$ cat config.mk
export PLATFORM = sky130hd
export DESIGN_NAME = iq_dac_demux
export DESIGN_NICKNAME = d
export VERILOG_FILES = /design/src/rtl/iq_demux_pkg.sv /design/src/rtl/iq_demux_ctrl.sv /design/src/rtl/iq_demux_path.sv /design/src/rtl/iq_dac_demux.sv
export SDC_FILE = /design/constraint.sdc
export NUM_CORES = 1
export LEC_CHECK = 0
export BUFFER_PORTS_ARGS = -buffer_cell sky130_fd_sc_hd__buf_2
export CORE_UTILIZATION = 53
export DETAILED_ROUTE_END_ITERATION = 7
export PLACE_DENSITY = 0.74
export SLEW_MARGIN = 5
export SYNTH_ARGS = -nofsm -noshare
export SYNTH_HDL_FRONTEND = slang
export SYNTH_HIERARCHICAL = 1
export SYNTH_SLANG_ARGS = --single-unit
export TNS_END_PERCENT = 100
$ cat constraint.sdc
create_clock -name clk -period 2.2 [get_ports clk]
set_input_delay 0.22 -clock clk [delete_from_list [all_inputs] [get_ports clk]]
set_output_delay 0.22 -clock clk [all_outputs]
set_load 0.01 [all_outputs]
$ cat src/rtl/iq_demux_pkg.sv
package iq_demux_pkg;

  // Control strobes from the control unit to the datapath.
  typedef struct packed {
    logic flush;     // asleep: drive every pipeline stage to midscale
    logic loadPend;  // the captured word is an I word: hold it
    logic emitPair;  // the captured word is a Q word with a pending I word
    logic loadOut;   // the last alignment stage holds a valid pair
  } demux_ctl_t;

  // Q latency from capture to output; I latency is one more.
  localparam int LAT_Q = 8;
  localparam int LAT_I = LAT_Q + 1;
  // Stages between the pair register and the output register.
  localparam int ALIGN_DEPTH = LAT_Q - 2;

endpackage

$ cat src/rtl/iq_demux_ctrl.sv
module iq_demux_ctrl
  import iq_demux_pkg::*;
#(
  parameter int WAKE_CYCLES = 64
) (
  input  logic       clk,
  input  logic       rstN,
  input  logic       selI,
  input  logic       powerDown,
  output demux_ctl_t ctl,
  output logic       updStrobe,
  output logic       seqErr,
  output logic       ready
);

  localparam int WAKE_W = $clog2(WAKE_CYCLES + 1);

  logic [WAKE_W-1:0]      wakeCnt;
  logic                   asleep;
  logic                   wordValid;
  logic                   wordSel;
  logic                   havePend;
  logic [ALIGN_DEPTH:0]   chain;
  logic                   emit;

  assign asleep = powerDown || (wakeCnt != '0);
  assign ready  = !asleep;
  assign emit   = wordValid && !wordSel && havePend;

  always_comb begin
    ctl.flush    = asleep;
    ctl.loadPend = !asleep && wordValid && wordSel;
    ctl.emitPair = !asleep && emit;
    ctl.loadOut  = !asleep && chain[ALIGN_DEPTH];
  end

  // Wake-up counter: reloaded while powered down, counts down after release.
  always_ff @(posedge clk) begin
    if (!rstN) begin
      wakeCnt <= '0;
    end else if (powerDown) begin
      wakeCnt <= WAKE_W'(WAKE_CYCLES);
    end else if (wakeCnt != '0) begin
      wakeCnt <= wakeCnt - 1'b1;
    end
  end

  // Capture-stage qualifiers.
  always_ff @(posedge clk) begin
    if (!rstN) begin
      wordValid <= 1'b0;
      wordSel   <= 1'b0;
    end else begin
      wordValid <= !asleep;
      wordSel   <= selI;
    end
  end

  // Pairing state, valid chain, strobe and sticky ordering error.
  always_ff @(posedge clk) begin
    if (!rstN) begin
      havePend  <= 1'b0;
      chain     <= '0;
      updStrobe <= 1'b0;
      seqErr    <= 1'b0;
    end else if (asleep) begin
      havePend  <= 1'b0;
      chain     <= '0;
      updStrobe <= 1'b0;
    end else begin
      if (wordValid) begin
        if (wordSel) begin
          if (havePend) seqErr <= 1'b1;
          havePend <= 1'b1;
        end else if (havePend) begin
          havePend <= 1'b0;
        end else begin
          seqErr <= 1'b1;
        end
      end
      chain     <= {chain[ALIGN_DEPTH-1:0], emit};
      updStrobe <= chain[ALIGN_DEPTH];
    end
  end

endmodule

$ cat src/rtl/iq_demux_path.sv
module iq_demux_path
  import iq_demux_pkg::*;
#(
  parameter int DATA_W = 14
) (
  input  logic              clk,
  input  logic              rstN,
  input  logic [DATA_W-1:0] dataIn,
  input  logic              invIn,
  input  logic              twosComp,
  input  demux_ctl_t        ctl,
  output logic [DATA_W-1:0] codeI,
  output logic [DATA_W-1:0] codeQ
);

  localparam logic [DATA_W-1:0] MID = {1'b1, {(DATA_W-1){1'b0}}};

  logic [DATA_W-1:0] wData;
  logic              wInv;
  logic              wFmt;
  logic [DATA_W-1:0] decoded;
  logic [DATA_W-1:0] pendI;
  logic [DATA_W-1:0] pairI;
  logic [DATA_W-1:0] pairQ;
  logic [DATA_W-1:0] dlyI [ALIGN_DEPTH];
  logic [DATA_W-1:0] dlyQ [ALIGN_DEPTH];

  // Capture register: word, invert flag and format flag travel together.
  always_ff @(posedge clk) begin
    if (!rstN) begin
      wData <= MID;
      wInv  <= 1'b0;
      wFmt  <= 1'b0;
    end else begin
      wData <= dataIn;
      wInv  <= invIn;
      wFmt  <= twosComp;
    end
  end

  // Undo the scrambling, then flip the sign bit for two's complement words.
  assign decoded = wData ^ {DATA_W{wInv}} ^ {wFmt, {(DATA_W-1){1'b0}}};

  always_ff @(posedge clk) begin
    if (!rstN || ctl.flush) begin
      pendI <= MID;
    end else if (ctl.loadPend) begin
      pendI <= decoded;
    end
  end

  always_ff @(posedge clk) begin
    if (!rstN || ctl.flush) begin
      pairI <= MID;
      pairQ <= MID;
    end else if (ctl.emitPair) begin
      pairI <= pendI;
      pairQ <= decoded;
    end
  end

  // Alignment stages between the pair register and the outputs.
  for (genvar g = 0; g < ALIGN_DEPTH; g++) begin : g_align
    always_ff @(posedge clk) begin
      if (!rstN || ctl.flush) begin
        dlyI[g] <= MID;
        dlyQ[g] <= MID;
      end else if (g == 0) begin
        dlyI[g] <= pairI;
        dlyQ[g] <= pairQ;
      end else begin
        dlyI[g] <= dlyI[(g == 0) ? 0 : g-1];
        dlyQ[g] <= dlyQ[(g == 0) ? 0 : g-1];
      end
    end
  end

  always_ff @(posedge clk) begin
    if (!rstN || ctl.flush) begin
      codeI <= MID;
      codeQ <= MID;
    end else if (ctl.loadOut) begin
      codeI <= dlyI[ALIGN_DEPTH-1];
      codeQ <= dlyQ[ALIGN_DEPTH-1];
    end
  end

endmodule

$ cat src/rtl/iq_dac_demux.sv
module iq_dac_demux
  import iq_demux_pkg::*;
#(
  parameter int DATA_W      = 14,
  parameter int WAKE_CYCLES = 64
) (
  input  logic              clk,
  input  logic              rstN,
  input  logic [DATA_W-1:0] dataIn,
  input  logic              selI,
  input  logic              invIn,
  input  logic              twosComp,
  input  logic              powerDown,
  output logic [DATA_W-1:0] codeI,
  output logic [DATA_W-1:0] codeQ,
  output logic              updStrobe,
  output logic              seqErr,
  output logic              ready
);

  demux_ctl_t ctl;

  iq_demux_ctrl #(
    .WAKE_CYCLES(WAKE_CYCLES)
  ) u_ctrl (
    .clk       (clk),
    .rstN      (rstN),
    .selI      (selI),
    .powerDown (powerDown),
    .ctl       (ctl),
    .updStrobe (updStrobe),
    .seqErr    (seqErr),
    .ready     (ready)
  );

  iq_demux_path #(
    .DATA_W(DATA_W)
  ) u_path (
    .clk      (clk),
    .rstN     (rstN),
    .dataIn   (dataIn),
    .invIn    (invIn),
    .twosComp (twosComp),
    .ctl      (ctl),
    .codeI    (codeI),
    .codeQ    (codeQ)
  );

endmodule

==> run metrics, run 1 <==
highest metal used=met4; number of vias per cell=4.61; CP Class=reg2reg; initial drt markers=166; wire per inst=12.1 µm; row count=45; Mean Syn Cell Area=11.6 µm²; Initial Utilization=54.4%; synth unique cells=35; sequential-to-total area share from yosys stat=66.0%; Least-Margin Pin Slew=0.513 ns; CP cell instances=or4_4 > or3_4 > buf_6 > nor2_4 > buf_12 > clkbuf_16 > mux2i_1 > nor2_1; HPWL reported at the end of detailed placement=7.06 mm; Die Wd=127 µm; Worst slew margin=65.5%; met2 WL=5.90 mm; GRT Resource Usage Total=14.5%; Worst Clk Skew=0.0133 ns; most frequent cell after synthesis=dfxtp_1; top cells by count, synth=dfxtp_1, and2_1, nor2_1; RSZ-0062 raised after global routing=true; first-pass GRT wire length=19.4 mm; syn_nets=737; # clock sinks=273; Util after Layout=65.0%; die area=16100 µm²; detailed-route via count=4582; Overall Power=9.96 mW; crit path launch type=flip-flop; input/output buffers=50; Max Cap Viol=0; Post-layout nets=811; Synth Register Bits=273; chip height=127 µm; wire length on met3=452 µm; status=finished clean; VDD IR max=0.609 mV; final hold vios=0; core area=15200 µm²; Min Hold Slack=0.0574 ns; share of flip-flops with an asynchronous set or reset=0%; Power per Cell Area=1010 nW/µm²; TritonCTS buffer count=26; WP data required=2.58 ns; top_reg_cell synth=dfxtp_1; cell taking the most area after synthesis=dfxtp_1; RePlAce Congestion=0.789; max incr delay on CP=0.53 ns; Yosys top cell area share=66.0%; worst-path maximum fanout=14; Hold Path Class=in2reg; # setup viols final=0; worst-skew pair later-pin latency=0.51 ns; layout cell share with drive strength beyond 1=15.1%; top post-synthesis cells by area=dfxtp_1, and2_1, mux2i_1; Syn-to-layout area delta=19.3%; DR DRC count=0; vias in the first global route=4274; CP arrival=2.56 ns; CTS max path bufs=3; ANT cells=0; antenna viol nets, final=0; period utilization=99.0%; Leakage=3.84 nW; mapped cell area=8280 µm²; io pins=51; pin count of the biggest net entering global routing=72; Pins Over Slew Limit=0; total grt overflow=0; Setup crit end kind=flip-flop; CTS tree=yes; Ys Warns=6; first drt pass iteration count=4; Post-synth EDFFs=0; critical path's slowest cell=or4_4; initial antenna violation count=0; Tmin final=2.18 ns; Max Freq=459 MHz; Post-Syn Instances=715; Clock Pin Slew Worst Setup and Hold Paths=0.06 ns; CTS H-tree lvls=1; clock root buffer=clkbuf_16; Total Routed Length=12.0 mm; met1 WL=5.37 mm
==> what timing repair did <==
action,4_1_cts,5_1_grt
gates cloned,0,3
hold endpoints to repair,18,0
resized for setup,3,5
hold buffers,18,0
setup endpoints to repair,1,135
pin swaps,1,1
setup buffers,1,2
==> flip-flops by register name, summed over array words and instances (netlist names) <==
signal	count
u_path/dlyI	84
u_ctrl/wakeCnt	7
u_ctrl/chain	7
u_path/codeI	14
u_path/pendI	14
u_path/wInv	1
u_path/codeQ	14
u_ctrl/wordSel	1
u_path/wData	14
u_ctrl/wordValid	1
u_ctrl/seqErr	1
u_path/wFmt	1
u_path/pairQ	14
u_ctrl/havePend	1
u_path/pairI	14
u_path/dlyQ	84
u_ctrl/updStrobe	1
==> path summary, 6_finish.rpt <==
path,startpoint,endpoint,slack [ns],depth (start not counted)
setup / recovery,u_ctrl/wakeCnt[5]$_SDFFE_PP0P_,u_path/codeQ[11]$_SDFFE_PP0P_,0.02,8
setup reg to reg,u_ctrl/wakeCnt[5]$_SDFFE_PP0P_,u_path/codeQ[11]$_SDFFE_PP0P_,0.02,8
hold / removal,rstN,u_path/wData[13]$_SDFF_PN1_,0.06,2
hold reg to reg,u_path/dlyI[3][13]$_SDFF_PP1_,u_path/dlyI[4][13]$_SDFF_PP1_,0.40,1
==> critical path, delay by kind of cell (launching register included) <==
family / cells / cell delay [ns]
simple gates: 4 / 1.07
buf+inv: 3 / 0.45
flops: 1 / 0.32
mux: 1 / 0.19
==> layout by cell type (no fill, tap or decap), drive strengths merged, types with 2 or more instances in the layout <==
cell	n
dfxtp	273
and2	179
nor2	70
buf	68
mux2i	43
clkbuf	40
a211oi	27
nand2b	20
dlygate4sd3	18
xnor2	16
nor3	8
inv	6
nand2	6
clkinv	6
nor2b	3
bufinv	2
a21boi	2
nor4	2
ha	2
o211ai	2
==> through the flow <==
stage                     area [µm²]  TNS, ns  cells  setup slack [ns]
final                           9870        0    995            0.0214
after global routing            9870   -0.115    995           -0.0300
after CTS                       9760        0    990            0.0245
after detailed placement        8720        0    926            0.0290
after global placement          8720        0    926             0.106
after floorplan                 8330    -6.85    715           -0.0464
==> area by class of cell <==
cell class | count | area, µm²
Sequential cell | 273 | 5470
Fill cell | 1139 | 5330
Multi-Input combinational cell | 393 | 2580
Clock buffer | 37 | 732
Timing Repair Buffer | 89 | 723
Tap cell | 188 | 235
Clock inverter | 9 | 113
Inverter | 6 | 22.5
==> cell families after synthesis <==
kind of cell             after synthesis  synth area share, %
AND/OR/NAND/NOR                      297                 20.3
XOR/XNOR                              17                 1.97
adder cells (fa/ha/maj)                2                0.302
AO/OA/AOI/OAI                         34                 3.08
buffers and inverters                 49                 3.08
flip-flops                           273                 66.0
multiplexers                          43                 5.20
==> per-layer routing <==
layer  track usage [%]  up-vias
met3              2.70       23
met5                 0        -
met2              25.1       99
met1              18.1     2040
li1                  -     2420
met4              5.39        0
==> power by group <==
part,internal [mW],switching (mW)
Combinational,0.283,0.375
Clock,2.55,1.72
Sequential,4.99,0.0361
Total,7.83,2.13
Power figures use the tool's default switching activity.
==> run 2, diff against run 1 <==
- CELL_PAD_IN_SITES_DETAIL_PLACEMENT: not set -> 1
- CELL_PAD_IN_SITES_GLOBAL_PLACEMENT: not set -> 1
- CORE_UTILIZATION: 53 -> 43
- PLACE_DENSITY: 0.74 -> not set
- PLACE_DENSITY_LB_ADDON: not set -> 0.1
==> run 2 against run 1 <==
Maximum frequency fell by 0.40%. Critical path type is now reg2out. Global-route usage shrank 0.87 points. Critical path depth down 3. Non-clock buffer count up 7. Largest power group unchanged. Core utilization decreased by 11 points. Die area grew 23%. Worst hold slack improved by 0.040 ns. Cell area rose by 2.9%. Largest cell class unchanged. Sequential power barely moved. Combinational power grew 16%. Clock skew is 0.0031 ns higher.
==> run metrics, run 2 (synthesis results as in run 1) <==
Filler cells=1928; WP data required=1.98 ns; initial antenna violation count=0; Post-Layout Cell Count=1052; Syn-to-layout area delta=22.8%; Post-layout nets=820; clock root buffer=clkbuf_16; setup TNS=0 ns; final hold vios=0; vias in the first global route=4772; Min Hold Slack=0.0978 ns; chip height=141 µm; input/output buffers=50; first drt pass iteration count=4; area occupied by multi-input gates=2630 µm²; first-pass GRT wire length=22.2 mm; antenna viol nets, final=0; ANT cells=0; Overall Power=10.5 mW; Util after Layout=54.1%; TritonCTS buffer count=27; CTS H-tree lvls=1; family with the most delay on the worst path=simple AND/OR/NAND/NOR gates; Max Freq=457 MHz; top flop regs=u_path/dlyI: 84 flops, u_path/dlyQ: 84 flops; die area=19800 µm²; wire per inst=13.4 µm; total grt overflow=0; Clock Pin Slew Worst Setup and Hold Paths=0.06 ns; Tmin final=2.19 ns; Cell Area, Placed=8820 µm²; DR DRC count=0; Total Routed Length=14.1 mm; CP arrival=1.97 ns; most frequent cells in the layout=dfxtp_1, and2_1, nor2_1; Hold Path Class=in2reg; RSZ-0062 raised after global routing=true; Least-Margin Pin Slew=0.645 ns; Initial Utilization=44.1%; initial drt markers=174; pin count of the biggest net entering global routing=69; Setup crit end kind=primary output; layout cell share with drive strength beyond 1=17.1%; VDD IR max=0.581 mV; number of vias per cell=4.51; GRT Resource Usage Total=13.7%; Leakage=3.95 nW; max incr delay on CP=0.52 ns; HPWL reported at the end of detailed placement=8.35 mm; CP Class=reg2out; worst-path maximum fanout=2; Worst Clk Skew=0.0164 ns; setup slack after layout=0.0126 ns; status=finished clean; most used cell, CP=buf_6; period utilization=99.4%; Cells after DPL=975; # clock sinks=273; worst-skew pair later-pin latency=0.52 ns; CP cell instances=or4_4 > or3_4 > buf_6 > inv_2 > buf_6; Power per Cell Area=1030 nW/µm²; Pins Over Slew Limit=0; CTS tree=yes; Worst slew margin=56.6%; Die Wd=141 µm; RePlAce Congestion=0.738; core area=18800 µm²; Setup WS pre-CTS=-0.00384 ns; row count=50; Max Cap Viol=0; commonest non-fill, non-tap cell in the layout=dfxtp_1; # setup viols final=0; post-route design area=10200 µm²; CTS max path bufs=3; count of buffer and inverter cells on the critical path=3; detailed-route via count=4740; critical path's slowest cell=or4_4; crit path launch type=flip-flop; io pins=51; FF+latch area=5470 µm²
## run 2: changes by cell type in the layout (fill, tap and decap cells not counted), moves of 2 or more
cell       previous run  this run
bufinv_16             2         4
buf_4                10        12
and2_1              179       177
and2_4                0         2
mux2i_1              43        38
mux2i_4               0         2
buf_6                 2         5
mux2i_2               0         3
clkinv_2              4         6
clkbuf_16            29        31
## run 2: per-layer routing
layer	GRT usage, %	share of wire, %	vias to the layer above
met5	0	0	-
met4	4.63	2.0	0
met3	2.75	3.3	21
met2	24.7	50	72
met1	16.1	44	2204
li1	-	-	2443
## run 2: report_power, final
group / leakage (nW) / total [mW] / switching [mW] / internal (mW)
combinational: 1.29 / 0.765 / 0.418 / 0.347
sequential: 2.21 / 5.02 / 0.0315 / 4.99
clock: 0.457 / 4.66 / 1.77 / 2.89
total: 3.95 / 10.5 / 2.22 / 8.23
## run 2: final timing paths
check,start,to,slack (ns),cells after the start
max,u_ctrl/wakeCnt[5]$_SDFFE_PP0P_,ready,0.01,5
min,rstN,u_path/wData[13]$_SDFF_PN1_,0.1,2
max reg2reg,u_ctrl/wakeCnt[5]$_SDFFE_PP0P_,u_path/codeI[13]$_SDFFE_PP1P_,0.03,8
min reg2reg,u_path/dlyQ[3][13]$_SDFF_PP1_,u_path/dlyQ[4][13]$_SDFF_PP1_,0.41,1
## run 2: timing repair
| item | CTS | global route |
|---|---|---|
| endpoints found under the hold margin | 18 | 0 |
| cloned | 1 | 5 |
| buffers inserted | 3 | 1 |
| endpoints found under the setup margin | 2 | 187 |
| pin swaps | 2 | 5 |
| resized for setup | 10 | 12 |
| hold buffers | 18 | 0 |
## run 2: layout make-up
type,instances,area share [%]
repair buffers,96,8.14
clock inverters,10,1.48
flip-flops and latches,273,53.8
multi-input cells,394,25.9
well taps,234,2.88
inverters,6,0.222
clock buffers,39,7.58
==> run 3, diff against run 2 <==
- CORE_ASPECT_RATIO: not set -> 0.7
==> run 3 against run 2 <==
The run now ends with negative setup slack left. Global-route usage grew 0.45 points. Sequential share of layout area shrank 1.8 points. Cell area grew 3.4%. Critical path type is now reg2reg. Critical endpoint is now u_path/dlyQ[3][6]$_SDFF_PP0_. Largest power group unchanged.
==> run metrics, run 3 (synthesis results as in run 1) <==
status=finished, violations left; failing checks=negative setup slack; Cell Area, Placed=8820 µm²; CP Class=reg2reg; commonest non-fill, non-tap cell in the layout=dfxtp_1; Max Freq=440 MHz; CP arrival=2.73 ns; Tmin final=2.27 ns; RePlAce Congestion=0.728; post-route design area=10500 µm²; Power per Cell Area=1010 nW/µm²; Pins Over Slew Limit=0; Hold Path Class=in2reg; die area=19800 µm²; most frequent cells in the layout=dfxtp_1, and2_1, nor2_1; Total Routed Length=16.8 mm; Worst slew margin=64.1%; number of vias per cell=4.56; M3 GR Usage=3.13%; pin count of the biggest net entering global routing=72; Setup WS pre-CTS=-0.0143 ns; final hold vios=0; Least-Margin Pin Slew=0.534 ns; CTS tree=yes; first drt pass iteration count=4; initial drt markers=236; r2r startpoint=u_ctrl/wakeCnt[5]$_SDFFE_PP0P_; core area=18900 µm²; worst-skew pair later-pin latency=0.52 ns; GRT met2 Usage=21.5%; chip height=118 µm; Most Crowded Layer GR=met2; area occupied by multi-input gates=2660 µm²; sequential share of power=47.4%; Leakage=4.07 nW; HPWL reported at the end of detailed placement=8.43 mm; Syn-to-layout area delta=27.0%; ANT cells=0; Setup crit end kind=flip-flop; row count=42; CTS max path bufs=3; GRT Resource Usage Total=14.1%; DR DRC count=0; setup slack after layout=-0.0744 ns; CTS H-tree lvls=1; Post-layout nets=832; io pins=51; Clock Pin Slew Worst Setup and Hold Paths=0.06 ns; WP data required=2.65 ns; crit path launch=u_ctrl/wakeCnt[5]$_SDFFE_PP0P_; NetSw=2.37 mW; Cell Int Power=8.22 mW; worst-path maximum fanout=10; antenna viol nets, final=0; initial antenna violation count=0; switching fraction of total power=22.4%; Die Wd=168 µm; period utilization=103%; layout cell share with drive strength beyond 1=19.2%; # setup viols final=145; cell count of the worst reg-to-reg path=7; reg-to-reg endpoint=u_path/dlyQ[3][6]$_SDFF_PP0_; share of total power in the clock network=43.2%; TritonCTS buffer count=26; Filler cells=1920; top flop regs=u_path/dlyI: 84 flops, u_path/dlyQ: 84 flops; vias in the first global route=4653; r2r setup slk=-0.07 ns; clock root buffer=clkbuf_16; first-pass GRT wire length=22.9 mm; Worst Clk Skew=0.0114 ns; wire per inst=15.7 µm; Initial Utilization=43.9%; FF+latch area=5470 µm²; GR Util met1=19.5%; detailed-route via count=4888; RSZ-0062 raised after global routing=true; Max Cap Viol=0; crit path launch type=flip-flop; # clock sinks=273; power share of the combinational group=9.4%; total grt overflow=0; input/output buffers=50; crit path to=u_path/dlyQ[3][6]$_SDFF_PP0_; VDD IR max=0.478 mV
run 3: changes by cell type in the layout (fill, tap and decap cells not counted), moves of 2 or more:
cell / previous run / this run
mux2i_2: 3 / 0
buf_12: 7 / 13
clkbuf_8: 5 / 8
a211oi_2: 0 / 10
clkbuf_1: 7 / 3
clkbuf_16: 31 / 39
buf_6: 5 / 2
buf_8: 1 / 3
mux2i_1: 38 / 42
a211oi_1: 27 / 17
bufinv_16: 4 / 2
run 3: final cells by class:
class / count / share of cell area [%]
Sequential cell: 273 / 52.0
Multi-Input combinational cell: 394 / 25.3
Timing Repair Buffer: 109 / 10.9
Clock buffer: 38 / 7.58
Tap cell: 242 / 2.88
Clock inverter: 10 / 1.08
Inverter: 6 / 0.238
run 3: repair_timing:
item	4_1_cts	5_1_grt
buffers inserted	2	3
setup endpoints to repair	78	208
endpoints found under the hold margin	18	0
gates resized for setup	8	27
cloned	0	19
hold buffers	19	0
pin swaps	11	4
run 3: critical path: stages, from the launching register on:
cell,delay [ns]
dfxtp_2,0.32
or4_4,0.54
or3_4,0.39
buf_4,0.17
and2b_4,0.29
buf_12,0.18
clkbuf_16,0.17
and2_1,0.14
run 3: metal layers:
layer	routed length [µm]	vias up	part of all wire, %
met1	8200	2284	49
met2	7650	89	46
li1	-	2480	-
met5	0	-	0
met3	561	35	3.3
met4	377	0	2.2
run 3: worst min path at each step:
stage | from | slack (ns) | end | cells past startpoint
finish | rstN | 0.08 | u_ctrl/chain[0]$_SDFF_PP0_ | 2
global route | rstN | 0.07 | u_ctrl/chain[0]$_SDFF_PP0_ | 2
CTS | rstN | 0.04 | u_ctrl/chain[0]$_SDFF_PP0_ | 2
detailed placement | u_path/dlyI[2][13]$_SDFF_PP1_ | 0.40 | u_path/dlyI[3][13]$_SDFF_PP1_ | 1
global placement | u_path/dlyQ[3][13]$_SDFF_PP1_ | 0.39 | u_path/dlyQ[4][13]$_SDFF_PP1_ | 1
floorplan | rstN | 0.29 | u_path/wData[13]$_SDFF_PN1_ | 1
run 3: power by group through the flow:
stage / combinational (mW) / sequential [mW] / clock [mW]
floorplan: 0.458 / 5.13 / 0
global placement: 0.620 / 5.13 / 0
detailed placement: 0.660 / 5.13 / 0
CTS: 0.732 / 5.02 / 4.69
global route: 1.07 / 5.02 / 4.94
finish: 0.990 / 5.02 / 4.58
run 3: through the flow:
step / TNS, ns / utilization (%) / power (mW) / cells / hold WS, ns
after global routing: -14.24 / 55.7 / 11.0 / 1072 / 0.0673
after detailed placement: -0.0940 / 46.8 / 5.79 / 981 / 0.396
final: -3.68 / 55.7 / 10.6 / 1072 / 0.0768
after global placement: 0 / 46.8 / 5.75 / 981 / 0.393
after CTS: -3.55 / 52.8 / 10.4 / 1050 / 0.0438
after floorplan: -6.85 / - / 5.59 / 715 / 0.293
